**src/rtl/pfa_pkg.sv**
```systemverilog
package pfa_pkg;
  localparam int WORD_W = 32;
  localparam int POS_W  = $clog2(WORD_W);

  typedef logic [WORD_W-1:0] word_t;
  typedef logic [POS_W-1:0]  pos_t;
  typedef logic [POS_W:0]    span_t;
  typedef logic [WORD_W:0]   wide_t;

  // Field mask: ((1 << (hi-lo+1)) - 1) << lo, empty when hi < lo.
  function automatic word_t fld_mask(input pos_t hi, input pos_t lo);
    span_t span;
    wide_t ones;
    if (hi < lo) return '0;
    span = span_t'(hi) - span_t'(lo) + span_t'(1);
    ones = (wide_t'(1) << span) - wide_t'(1);
    return ones[WORD_W-1:0] << lo;
  endfunction

  // Selected bits moved down to bit 0.
  function automatic word_t fld_get(input word_t w, input word_t m, input pos_t lo);
    return (w & m) >> lo;
  endfunction

  // Replace the masked bits of w by val placed at lo; val bits past the field drop out.
  function automatic word_t fld_put(input word_t w, input word_t m, input pos_t lo,
                                    input word_t val);
    return (w & ~m) | ((val << lo) & m);
  endfunction
endpackage

```
**src/rtl/pfa_seq.sv**
```systemverilog
module pfa_seq #(
  parameter int RD_STEPS = 4,
  parameter int WR_STEPS = 8
) (
  input  logic clk,
  input  logic rst_n,
  input  logic start,
  input  logic is_wr,
  output logic busy,
  output logic op_wr,
  output logic st_rd_req,
  output logic st_cap,
  output logic st_merge,
  output logic st_last
);
  localparam int STEP_W = $clog2(WR_STEPS + 1);
  localparam logic [STEP_W-1:0] RD_LAST = STEP_W'(RD_STEPS - 1);
  localparam logic [STEP_W-1:0] WR_LAST = STEP_W'(WR_STEPS - 1);

  logic [STEP_W-1:0] step_q;
  logic              busy_q;
  logic              wr_q;
  logic [STEP_W-1:0] last_idx;

  assign last_idx = wr_q ? WR_LAST : RD_LAST;

  always_ff @(posedge clk or negedge rst_n) begin
    if (!rst_n) begin
      busy_q <= 1'b0;
      wr_q   <= 1'b0;
      step_q <= '0;
    end else if (!busy_q) begin
      if (start) begin
        busy_q <= 1'b1;
        wr_q   <= is_wr;
        step_q <= '0;
      end
    end else if (step_q == last_idx) begin
      busy_q <= 1'b0;
    end else begin
      step_q <= step_q + STEP_W'(1);
    end
  end

  assign busy      = busy_q;
  assign op_wr     = wr_q;
  assign st_rd_req = busy_q && (step_q == '0);
  assign st_cap    = busy_q && (step_q == STEP_W'(1));
  assign st_merge  = busy_q && wr_q && (step_q == STEP_W'(2));
  assign st_last   = busy_q && (step_q == last_idx);

  // R10: completion is a single-cycle event followed by idle
  a_r10_done_single: assert property (@(posedge clk) disable iff (!rst_n)
    st_last |=> !st_last);
  a_r10_idle_after: assert property (@(posedge clk) disable iff (!rst_n)
    st_last |=> !busy_q);
  // R2: an operation keeps its direction while busy
  a_r2_dir_held: assert property (@(posedge clk) disable iff (!rst_n)
    busy_q && !st_last |=> $stable(wr_q));
  // R6: merge precedes the final step of a write
  a_r6_merge_before_last: assert property (@(posedge clk) disable iff (!rst_n)
    st_merge |-> !st_last);
endmodule

```
**src/rtl/pfa_field.sv**
```systemverilog
module pfa_field
  import pfa_pkg::*;
#(
  parameter int RES_W = 16,
  parameter int IMM_W = 8
) (
  input  logic             clk,
  input  logic             rst_n,
  input  logic             cap_en,
  input  logic             merge_en,
  input  pos_t             hi,
  input  pos_t             lo,
  input  logic [IMM_W-1:0] imm,
  input  word_t            rdata,
  output word_t            wr_word,
  output logic [RES_W-1:0] rd_field
);
  word_t cap_q;
  word_t mrg_q;
  word_t mask;
  word_t got;

  assign mask = fld_mask(hi, lo);
  assign got  = fld_get(cap_q, mask, lo);

  always_ff @(posedge clk or negedge rst_n) begin
    if (!rst_n) begin
      cap_q <= '0;
      mrg_q <= '0;
    end else begin
      if (cap_en)   cap_q <= rdata;
      if (merge_en) mrg_q <= fld_put(cap_q, mask, lo, word_t'(imm));
    end
  end

  assign wr_word  = mrg_q;
  assign rd_field = got[RES_W-1:0];

  // R7: the merged word agrees with the captured word outside the field
  a_r7_keep_outside: assert property (@(posedge clk) disable iff (!rst_n)
    merge_en |=> ((mrg_q ^ cap_q) & ~mask) == '0);
  // R9: an empty field merges to the captured word unchanged
  a_r9_empty_merge: assert property (@(posedge clk) disable iff (!rst_n)
    merge_en && (hi < lo) |=> mrg_q == cap_q);
endmodule

```
**src/rtl/pfa_unit.sv**
```systemverilog
module pfa_unit
  import pfa_pkg::*;
#(
  parameter int ADDR_W   = 10,
  parameter int RES_W    = 16,
  parameter int IMM_W    = 8,
  parameter int RD_STEPS = 4,
  parameter int WR_STEPS = 8
) (
  input  logic              clk,
  input  logic              rst_n,
  input  logic              cmd_valid,
  input  logic              cmd_write,
  input  logic [ADDR_W-1:0] cmd_addr,
  input  logic [POS_W-1:0]  cmd_hi,
  input  logic [POS_W-1:0]  cmd_lo,
  input  logic [IMM_W-1:0]  cmd_imm,
  output logic              busy,
  output logic              done,
  output logic              bus_req,
  output logic              bus_we,
  output logic [ADDR_W-1:0] bus_addr,
  output logic [WORD_W-1:0] bus_wdata,
  input  logic [WORD_W-1:0] bus_rdata,
  output logic              r0_we,
  output logic [RES_W-1:0]  r0_wdata
);
  logic              accept;
  logic              op_wr;
  logic              st_rd_req, st_cap, st_merge, st_last;
  logic [ADDR_W-1:0] addr_q;
  pos_t              hi_q, lo_q;
  logic [IMM_W-1:0]  imm_q;
  word_t             wr_word;
  logic [RES_W-1:0]  rd_field;

  assign accept = cmd_valid && !busy;

  always_ff @(posedge clk or negedge rst_n) begin
    if (!rst_n) begin
      addr_q <= '0;
      hi_q   <= '0;
      lo_q   <= '0;
      imm_q  <= '0;
    end else if (accept) begin
      addr_q <= cmd_addr;
      hi_q   <= cmd_hi;
      lo_q   <= cmd_lo;
      imm_q  <= cmd_imm;
    end
  end

  pfa_seq #(.RD_STEPS(RD_STEPS), .WR_STEPS(WR_STEPS)) u_seq (
    .clk(clk), .rst_n(rst_n), .start(accept), .is_wr(cmd_write),
    .busy(busy), .op_wr(op_wr), .st_rd_req(st_rd_req), .st_cap(st_cap),
    .st_merge(st_merge), .st_last(st_last)
  );

  pfa_field #(.RES_W(RES_W), .IMM_W(IMM_W)) u_field (
    .clk(clk), .rst_n(rst_n), .cap_en(st_cap), .merge_en(st_merge),
    .hi(hi_q), .lo(lo_q), .imm(imm_q), .rdata(bus_rdata),
    .wr_word(wr_word), .rd_field(rd_field)
  );

  assign bus_we    = st_last && op_wr;
  assign bus_req   = st_rd_req || bus_we;
  assign bus_addr  = addr_q;
  assign bus_wdata = wr_word;
  assign done      = st_last;
  assign r0_we     = st_last && !op_wr;
  assign r0_wdata  = rd_field;

  // R1: an idle unit drives no bus, completion or R0 activity
  a_r1_quiet_idle: assert property (@(posedge clk) disable iff (!rst_n)
    !busy |-> !bus_req && !done && !r0_we);
  // R3: the first busy cycle is a bus read
  a_r3_read_first: assert property (@(posedge clk) disable iff (!rst_n)
    $rose(busy) |-> bus_req && !bus_we);
  // R2: the address stays fixed for the whole command
  a_r2_addr_stable: assert property (@(posedge clk) disable iff (!rst_n)
    busy && !done |=> $stable(bus_addr));
  // R10: R0 is written only at completion of a command that does not write the bus
  a_r10_r0_only_read: assert property (@(posedge clk) disable iff (!rst_n)
    r0_we |-> done && !bus_req);
  // R6: a bus write only happens in the completion cycle
  a_r6_write_at_end: assert property (@(posedge clk) disable iff (!rst_n)
    bus_we |-> done && bus_req);
endmodule

```
**config.mk**
```make
export PLATFORM = sky130hd
export DESIGN_NAME = pfa_unit
export DESIGN_NICKNAME = d
export VERILOG_FILES = /design/src/rtl/pfa_pkg.sv /design/src/rtl/pfa_seq.sv /design/src/rtl/pfa_field.sv /design/src/rtl/pfa_unit.sv
export SDC_FILE = /design/constraint.sdc
export NUM_CORES = 1
export LEC_CHECK = 0
export ABC_CLOCK_PERIOD_IN_PS = 10000
export BUFFER_PORTS_ARGS = -buffer_cell sky130_fd_sc_hd__clkbuf_2
export CELL_PAD_IN_SITES_DETAIL_PLACEMENT = 1
export CELL_PAD_IN_SITES_GLOBAL_PLACEMENT = 2
export CORE_UTILIZATION = 36
export CTS_BUF_LIST = sky130_fd_sc_hd__clkbuf_2 sky130_fd_sc_hd__clkbuf_4 sky130_fd_sc_hd__clkbuf_8
export CTS_CLUSTER_DIAMETER = 100
export DETAILED_ROUTE_END_ITERATION = 16
export HOLD_SLACK_MARGIN = 0.08
export PLACE_DENSITY_LB_ADDON = 0.1
export SLEW_MARGIN = 20
export SYNTH_ARGS = -nofsm -noshare
export SYNTH_HDL_FRONTEND = slang
export SYNTH_HIERARCHICAL = 1
export SYNTH_SLANG_ARGS = --single-unit
```
**constraint.sdc**
```tcl
create_clock -name clk -period 10 [get_ports clk]
set_input_delay 2.5 -clock clk [delete_from_list [all_inputs] [get_ports clk]]
set_output_delay 2.5 -clock clk [all_outputs]
set_load 0.01 [all_outputs]
```
Word-level counts from Yosys, hierarchy flattened
Index checks and enable logic that the tools add are counted.
{"block": "op_classes", "addsub": 4, "order_cmp": 1, "n_eq_ne": 4, "shift": 4, "muxes": 10, "bitwise_logic": 6, "reduce_logical": 15}
{"op": "32-bit bitwise AND", "n": 3}
{"op": "32-bit two-way mux", "n": 2}
{"op": "32-bit NOT", "n": 1}
{"op": "32-bit bitwise OR", "n": 1}
{"op": "1-bit by 6-bit left shift with 32-bit output (first input constant)", "n": 1}
{"op": "32-bit by 5-bit left shift with 32-bit output", "n": 1}
{"op": "8-bit by 5-bit left shift with 32-bit output", "n": 1}
{"op": "32-bit by 5-bit right shift with 16-bit output", "n": 1}
{"op": "32-bit by 1-bit subtractor with 32-bit output (second input constant)", "n": 1}
{"op": "4-bit two-way mux", "n": 3}
{"op": "1-bit logical AND", "n": 8}
{"op": "6-bit by 1-bit adder with 6-bit output (second input constant)", "n": 1}
{"op": "5-bit by 5-bit subtractor with 6-bit output", "n": 1}
{"op": "5-bit less-than comparator", "n": 1}
{"op": "4-bit by 1-bit adder with 4-bit output (second input constant)", "n": 1}
{"op": "4-bit by 1-bit equality test with 1-bit output (second input constant)", "n": 1}
{"op": "4-bit by 2-bit equality test with 1-bit output (second input constant)", "n": 1}
{"op": "4-bit equality test", "n": 1}
{"op": "4-bit zero test", "n": 1}
{"op": "1-bit two-way mux", "n": 4}
{"op": "2-bit AND reduction", "n": 2}
{"op": "3-bit two-way mux", "n": 1}
{"op": "1-bit zero test", "n": 2}
{"op": "2-bit inequality test (second input constant)", "n": 1}
{"op": "other kinds (3)", "n": 3}
{"block": "word_totals", "reg_bits": 98, "input_bits": 64, "wordCells": 53}

Logic depth before layout (Yosys ltp)
{"block": "logic_depth", "ltp_word": 9, "ltp_mapped": 31}

Cells and area by module
The synthesis kept the hierarchy.
{"mod": "pfa_field", "instances": 1, "cells_per_inst": 1265, "area_each_um2": 9238.9, "seq_area_each_um2": 1601.5}
{"mod": "pfa_unit", "instances": 1, "cells_per_inst": 63, "area_each_um2": 1121.1, "seq_area_each_um2": 700.7}
{"mod": "pfa_seq", "instances": 1, "cells_per_inst": 46, "area_each_um2": 407.9, "seq_area_each_um2": 150.1}

Worst setup path before layout
OpenSTA, ideal clock, no wires.
{"block": "synth_timing", "path_type": "flip-flop to output port", "start": "register lo_q[0]", "end": "output port r0_wdata[10]", "arrival_time_ps": 7151, "required_time_ps": 7500, "path_slack_ps": 349, "stages_incl_launch_ff": 30, "n_path_buf": 7, "path_cell_list": "dfrtp_1 -> inv_1 -> clkbuf_1 -> buf_1 -> buf_1 -> clkbuf_1 -> buf_1 -> ha_1 -> ha_1 -> inv_1 -> fa_1 -> inv_1 -> clkbuf_1 -> or4_1 -> nor3_1 -> inv_1 -> ha_1 -> clkbuf_1 -> and3b_1 -> a21oi_1 -> o32ai_1 -> o211ai_1 -> o21bai_1 -> or2_2 -> a2111oi_0 -> nand2_1 -> o32a_1 -> mux2i_4 -> a2111oi_0 -> nor4_1"}
{"block": "synth_via", "elab_chain_len": 8}
{"element": "from (decl)", "line_no": "pfa_unit.sv:32", "rtl": "pos_t hi_q, lo_q;"}
{"element": "from (signal assigned)", "line_no": "pfa_unit.sv:48", "rtl": "lo_q <= cmd_lo;"}
{"element": "5-bit by 5-bit subtractor with 6-bit output", "line_no": "pfa_pkg.sv:15", "rtl": "span = span_t'(hi) - span_t'(lo) + span_t'(1);"}
{"element": "6-bit by 1-bit adder with 6-bit output", "line_no": "pfa_pkg.sv:15"}
{"element": "1-bit by 6-bit left shift with 32-bit output", "line_no": "pfa_pkg.sv:16", "rtl": "ones = (wide_t'(1) << span) - wide_t'(1);"}
{"element": "32-bit by 1-bit subtractor with 32-bit output", "line_no": "pfa_pkg.sv:16"}
{"element": "32-bit by 5-bit left shift with 32-bit output", "line_no": "pfa_pkg.sv:17", "rtl": "return ones[WORD_W-1:0] << lo;"}
{"element": "32-bit two-way mux", "line_no": "pfa_pkg.sv:15"}
{"element": "32-bit bitwise AND", "line_no": "pfa_pkg.sv:22", "rtl": "return (w & m) >> lo;"}
{"element": "32-bit by 5-bit right shift with 16-bit output (*)", "line_no": "pfa_pkg.sv:22"}
{"element": "to (decl)", "line_no": "pfa_unit.sv:26", "rtl": "output logic [RES_W-1:0] r0_wdata"}
Every way passes the cells marked *; elsewhere a longest branch is shown, timed or not.

Worst setup path in the final report
{"block": "layout_timing", "start": "register hi_q[1]", "end": "output port r0_wdata[10]"}
{"block": "layout_via", "elab_chain_len": 8}
{"element": "from (decl)", "line_no": "pfa_unit.sv:32"}
{"element": "from (signal assigned)", "line_no": "pfa_unit.sv:47", "rtl": "hi_q <= cmd_hi;"}
{"element": "5-bit by 5-bit subtractor with 6-bit output", "line_no": "pfa_pkg.sv:15"}
{"element": "6-bit by 1-bit adder with 6-bit output", "line_no": "pfa_pkg.sv:15"}
{"element": "1-bit by 6-bit left shift with 32-bit output", "line_no": "pfa_pkg.sv:16"}
{"element": "32-bit by 1-bit subtractor with 32-bit output", "line_no": "pfa_pkg.sv:16"}
{"element": "32-bit by 5-bit left shift with 32-bit output", "line_no": "pfa_pkg.sv:17"}
{"element": "32-bit two-way mux (*)", "line_no": "pfa_pkg.sv:15"}
{"element": "32-bit bitwise AND (*)", "line_no": "pfa_pkg.sv:22"}
{"element": "32-bit by 5-bit right shift with 16-bit output (*)", "line_no": "pfa_pkg.sv:22"}
Marked as above.

==> results_dict.tcl <==
set metrics [dict create \
    status "complete, no violations" \
    dr.pass1.iters 5 \
    dieWidth_um 174.9 \
    grt_pass1_wl_um 85220 \
    cp-end-kind "output port" \
    final_nets 1526 \
    skew_ns 0.02177 \
    antenna_left 0 \
    std_cell_rows 62 \
    synth_area_leaders "dfrtp_1 23%, mux2_2 6.5%, nand2_1 4.7%" \
    synth.area.mux_share_pct 12.27 \
    hp-class "reg2reg" \
    clk_path_buf_depth 2 \
    yosysMostFrequentCell "nand2_1" \
    critPathLaunchType "flip-flop" \
    avgSynthCellArea_sq_um 7.837 \
    synth_compound_area_share_pct 32.18 \
    instances_no_fill 1831 \
    drt_iter0_markers 1619 \
    synthAdderAreaFrac_pct 2.347 \
    synth_xor_area_share_pct 1.696 \
    netlist_area_sq_um 10770 \
    setup_viol 0 \
    tritoncts "yes" \
    place_area_sq_um 11780 \
    cts_hold_buf 0 \
    pin_count 127 \
    async_flop_share_pct 100.0 \
    antenna_found_initial 2 \
    finalHoldViolCount 0 \
    drc 0 \
    ys_seq_elements 98 \
    ff2ff_setup_slack_ns 3.51 \
    cts_resized 0 \
    vias_per_cell 6.995 \
    design_area_sq_um 11960 \
    routed_wl_um 57240 \
    start_util_pct 37.02 \
    synth-edff-count 0 \
    antenna_cells 0 \
    clk_latency_ns 0.39 \
    yosysTopAreaCell "dfrtp_1" \
    cts_max_level 3 \
    grt-ovfl-total 0 \
    synth_top_area_share_pct 22.77 \
    io_buffers 126 \
    crit_arrival_ns 7.07 \
    drive_gt1_share_pct 21.35 \
    place_congestion 1.016 \
    track_usage_pct 37.25 \
    cap_violations 0 \
    rsz0062_at_grt "no" \
    cp_max_fo 21 \
    yosys-top-cells-count "136 x nand2_1, 116 x nor2_1, 98 x dfrtp_1, 91 x a21oi_1, 80 x clkbuf_1" \
    synth_warnings 6 \
    worstSetupPathType "reg2out" \
    yosysSeqAreaShare_pct 22.77 \
    ys.flop_type "dfrtp_1" \
    cts_buffers 9 \
    grt_max_degree 79 \
    dpl.cell_count 1816 \
    drt-wirelength-per-cell_um 31.26 \
    die_y_um 174.9 \
    fmax_ghz 0.1045 \
    coreArea_sq_um 29090 \
    period_minus_slack_ns 9.567 \
    grt_pass1_vias 12550 \
    postCtsSetupBuffers 0 \
    vias 12810 \
    ys_types 102 \
    setup_tns_ns 0 \
    dieArea_sq_um 30610 \
    syn_to_final_growth_pct 11.06 \
    hpwl_um 42640 \
    synth-simple-area-share_pct 22.94 \
    worstMarginPinSlew_ns 1.043 \
    syn_inst 1374 \
    drv_slew 0 \
    synth_top_family_by_area "compound AO/OA/AOI/OAI gates" \
    finalCritPeriodShare_pct 95.67 \
    cp.required_ns 7.50 \
    synthesis.nets 1457 \
    max_slew_margin_pct 29.89 \
    fillers 3593 \
    cts_root_buf "clkbuf_8" \
    clk_pin_slew_ns 0.09 \
    cts.sinks 98 \
]
[sequential cells by signal, indices dropped and copies added, names as in the netlist]
name	count
u_field/cap_q	32
u_field/wr_word	32
bus_addr	10
imm_q	8
hi_q	5
lo_q	5
u_seq/step_q	4
u_seq/busy	1
u_seq/op_wr	1
[per-layer routing]
metal	GRT usage (%)	vias up	part of all wire, %
met5	0	-	0.019
met4	12.68	2	3.1
met3	6.897	123	9.9
met2	55.27	773	43
met1	53.73	6451	44
li1	-	5458	-
[worst max-delay path: stages (launching register included)]
cell and delay (ns):
dfrtp_1 0.38, inv_1 0.06, ha_1 0.37, inv_1 0.09
ha_1 0.17, inv_1 0.06, fa_1 0.46, xnor3_1 0.24
or4_1 0.58, nor3_1 0.26, inv_1 0.10, ha_1 0.21
buf_4 0.22, inv_1 0.48, a21oi_1 0.15, o211ai_1 0.20
o21bai_1 0.11, or2_2 0.34, a2111oi_0 0.58, nand2_1 0.31
o32a_1 0.49, mux2i_4 0.21, a2111oi_0 0.13, nor4_1 0.30
clkbuf_2 0.18
[layout by cell type (no fill, tap or decap), types with 16 or more instances in the layout]
| cell | netlist | routed |
|---|---|---|
| nand2_1 | 136 | 136 |
| nand3_1 | 48 | 48 |
| buf_4 | 3 | 53 |
| nor2_1 | 116 | 113 |
| a211oi_1 | 20 | 20 |
| dfrtp_1 | 98 | 95 |
| a31oi_1 | 28 | 28 |
| ha_1 | 17 | 17 |
| and2_1 | 15 | 16 |
| a21oi_1 | 91 | 91 |
| mux2_2 | 62 | 62 |
| nor4_1 | 18 | 18 |
| o31ai_1 | 23 | 23 |
| nor3_1 | 54 | 54 |
| o21ai_0 | 69 | 68 |
| nand4_1 | 22 | 22 |
| mux2i_1 | 42 | 42 |
| clkbuf_2 | 0 | 125 |
| o211ai_1 | 31 | 31 |
| inv_1 | 28 | 28 |
[cells by family (layout without fill, tap and decap cells)]
logic type | Yosys count | in the layout
AOI/OAI and AO/OA | 481 | 481
xor gates and xnor gates | 12 | 12
adders and majority gates | 19 | 19
buffers and inverters | 150 | 223
DFF | 98 | 98
muxes | 116 | 116
and+or+nand+nor | 498 | 498
[metrics by stage]
| stage | setup WS (ns) | hold slack, ns | utilization, % |
|---|---|---|---|
| after floorplan | 0.3488 | 0.4800 | - |
| after global placement | 1.013 | 0.4675 | 40.49 |
| after detailed placement | 0.9256 | 0.4755 | 40.49 |
| after CTS | 0.4774 | 0.4975 | 41.08 |
| after global routing | 0.09862 | 0.5155 | 41.11 |
| final | 0.4332 | 0.4956 | 41.11 |
[final cells by class]
| cell class | instances | area (sq um) | area share, % |
|---|---|---|---|
| Clock buffer | 11 | 145.1 | 1.214 |
| Clock inverter | 4 | 28.78 | 0.2406 |
| Inverter | 29 | 108.9 | 0.9102 |
| Multi-Input combinational cell | 1126 | 7702 | 64.41 |
| Sequential cell | 98 | 2459 | 20.56 |
| Tap cell | 384 | 480.5 | 4.018 |
| Timing Repair Buffer | 179 | 1035 | 8.652 |
[path summary, 6_finish.rpt]
kind                       depth (start not counted)             endpoint                 from
setup / recovery                                  24         r0_wdata[10]              hi_q[1]
hold / removal                                     1  u_field/wr_word[12]  u_field/wr_word[12]
setup reg to reg                                  21  u_field/wr_word[27]              hi_q[1]
hold reg to reg                                    1  u_field/wr_word[12]  u_field/wr_word[12]
max in group asynchronous                          2              lo_q[0]                rst_n
min in group asynchronous                          1  u_field/wr_word[19]                rst_n
Power is left out: the tool's default activity adds up to more than one toggle a clock period on the data nets, which glitch-free logic cannot reach.
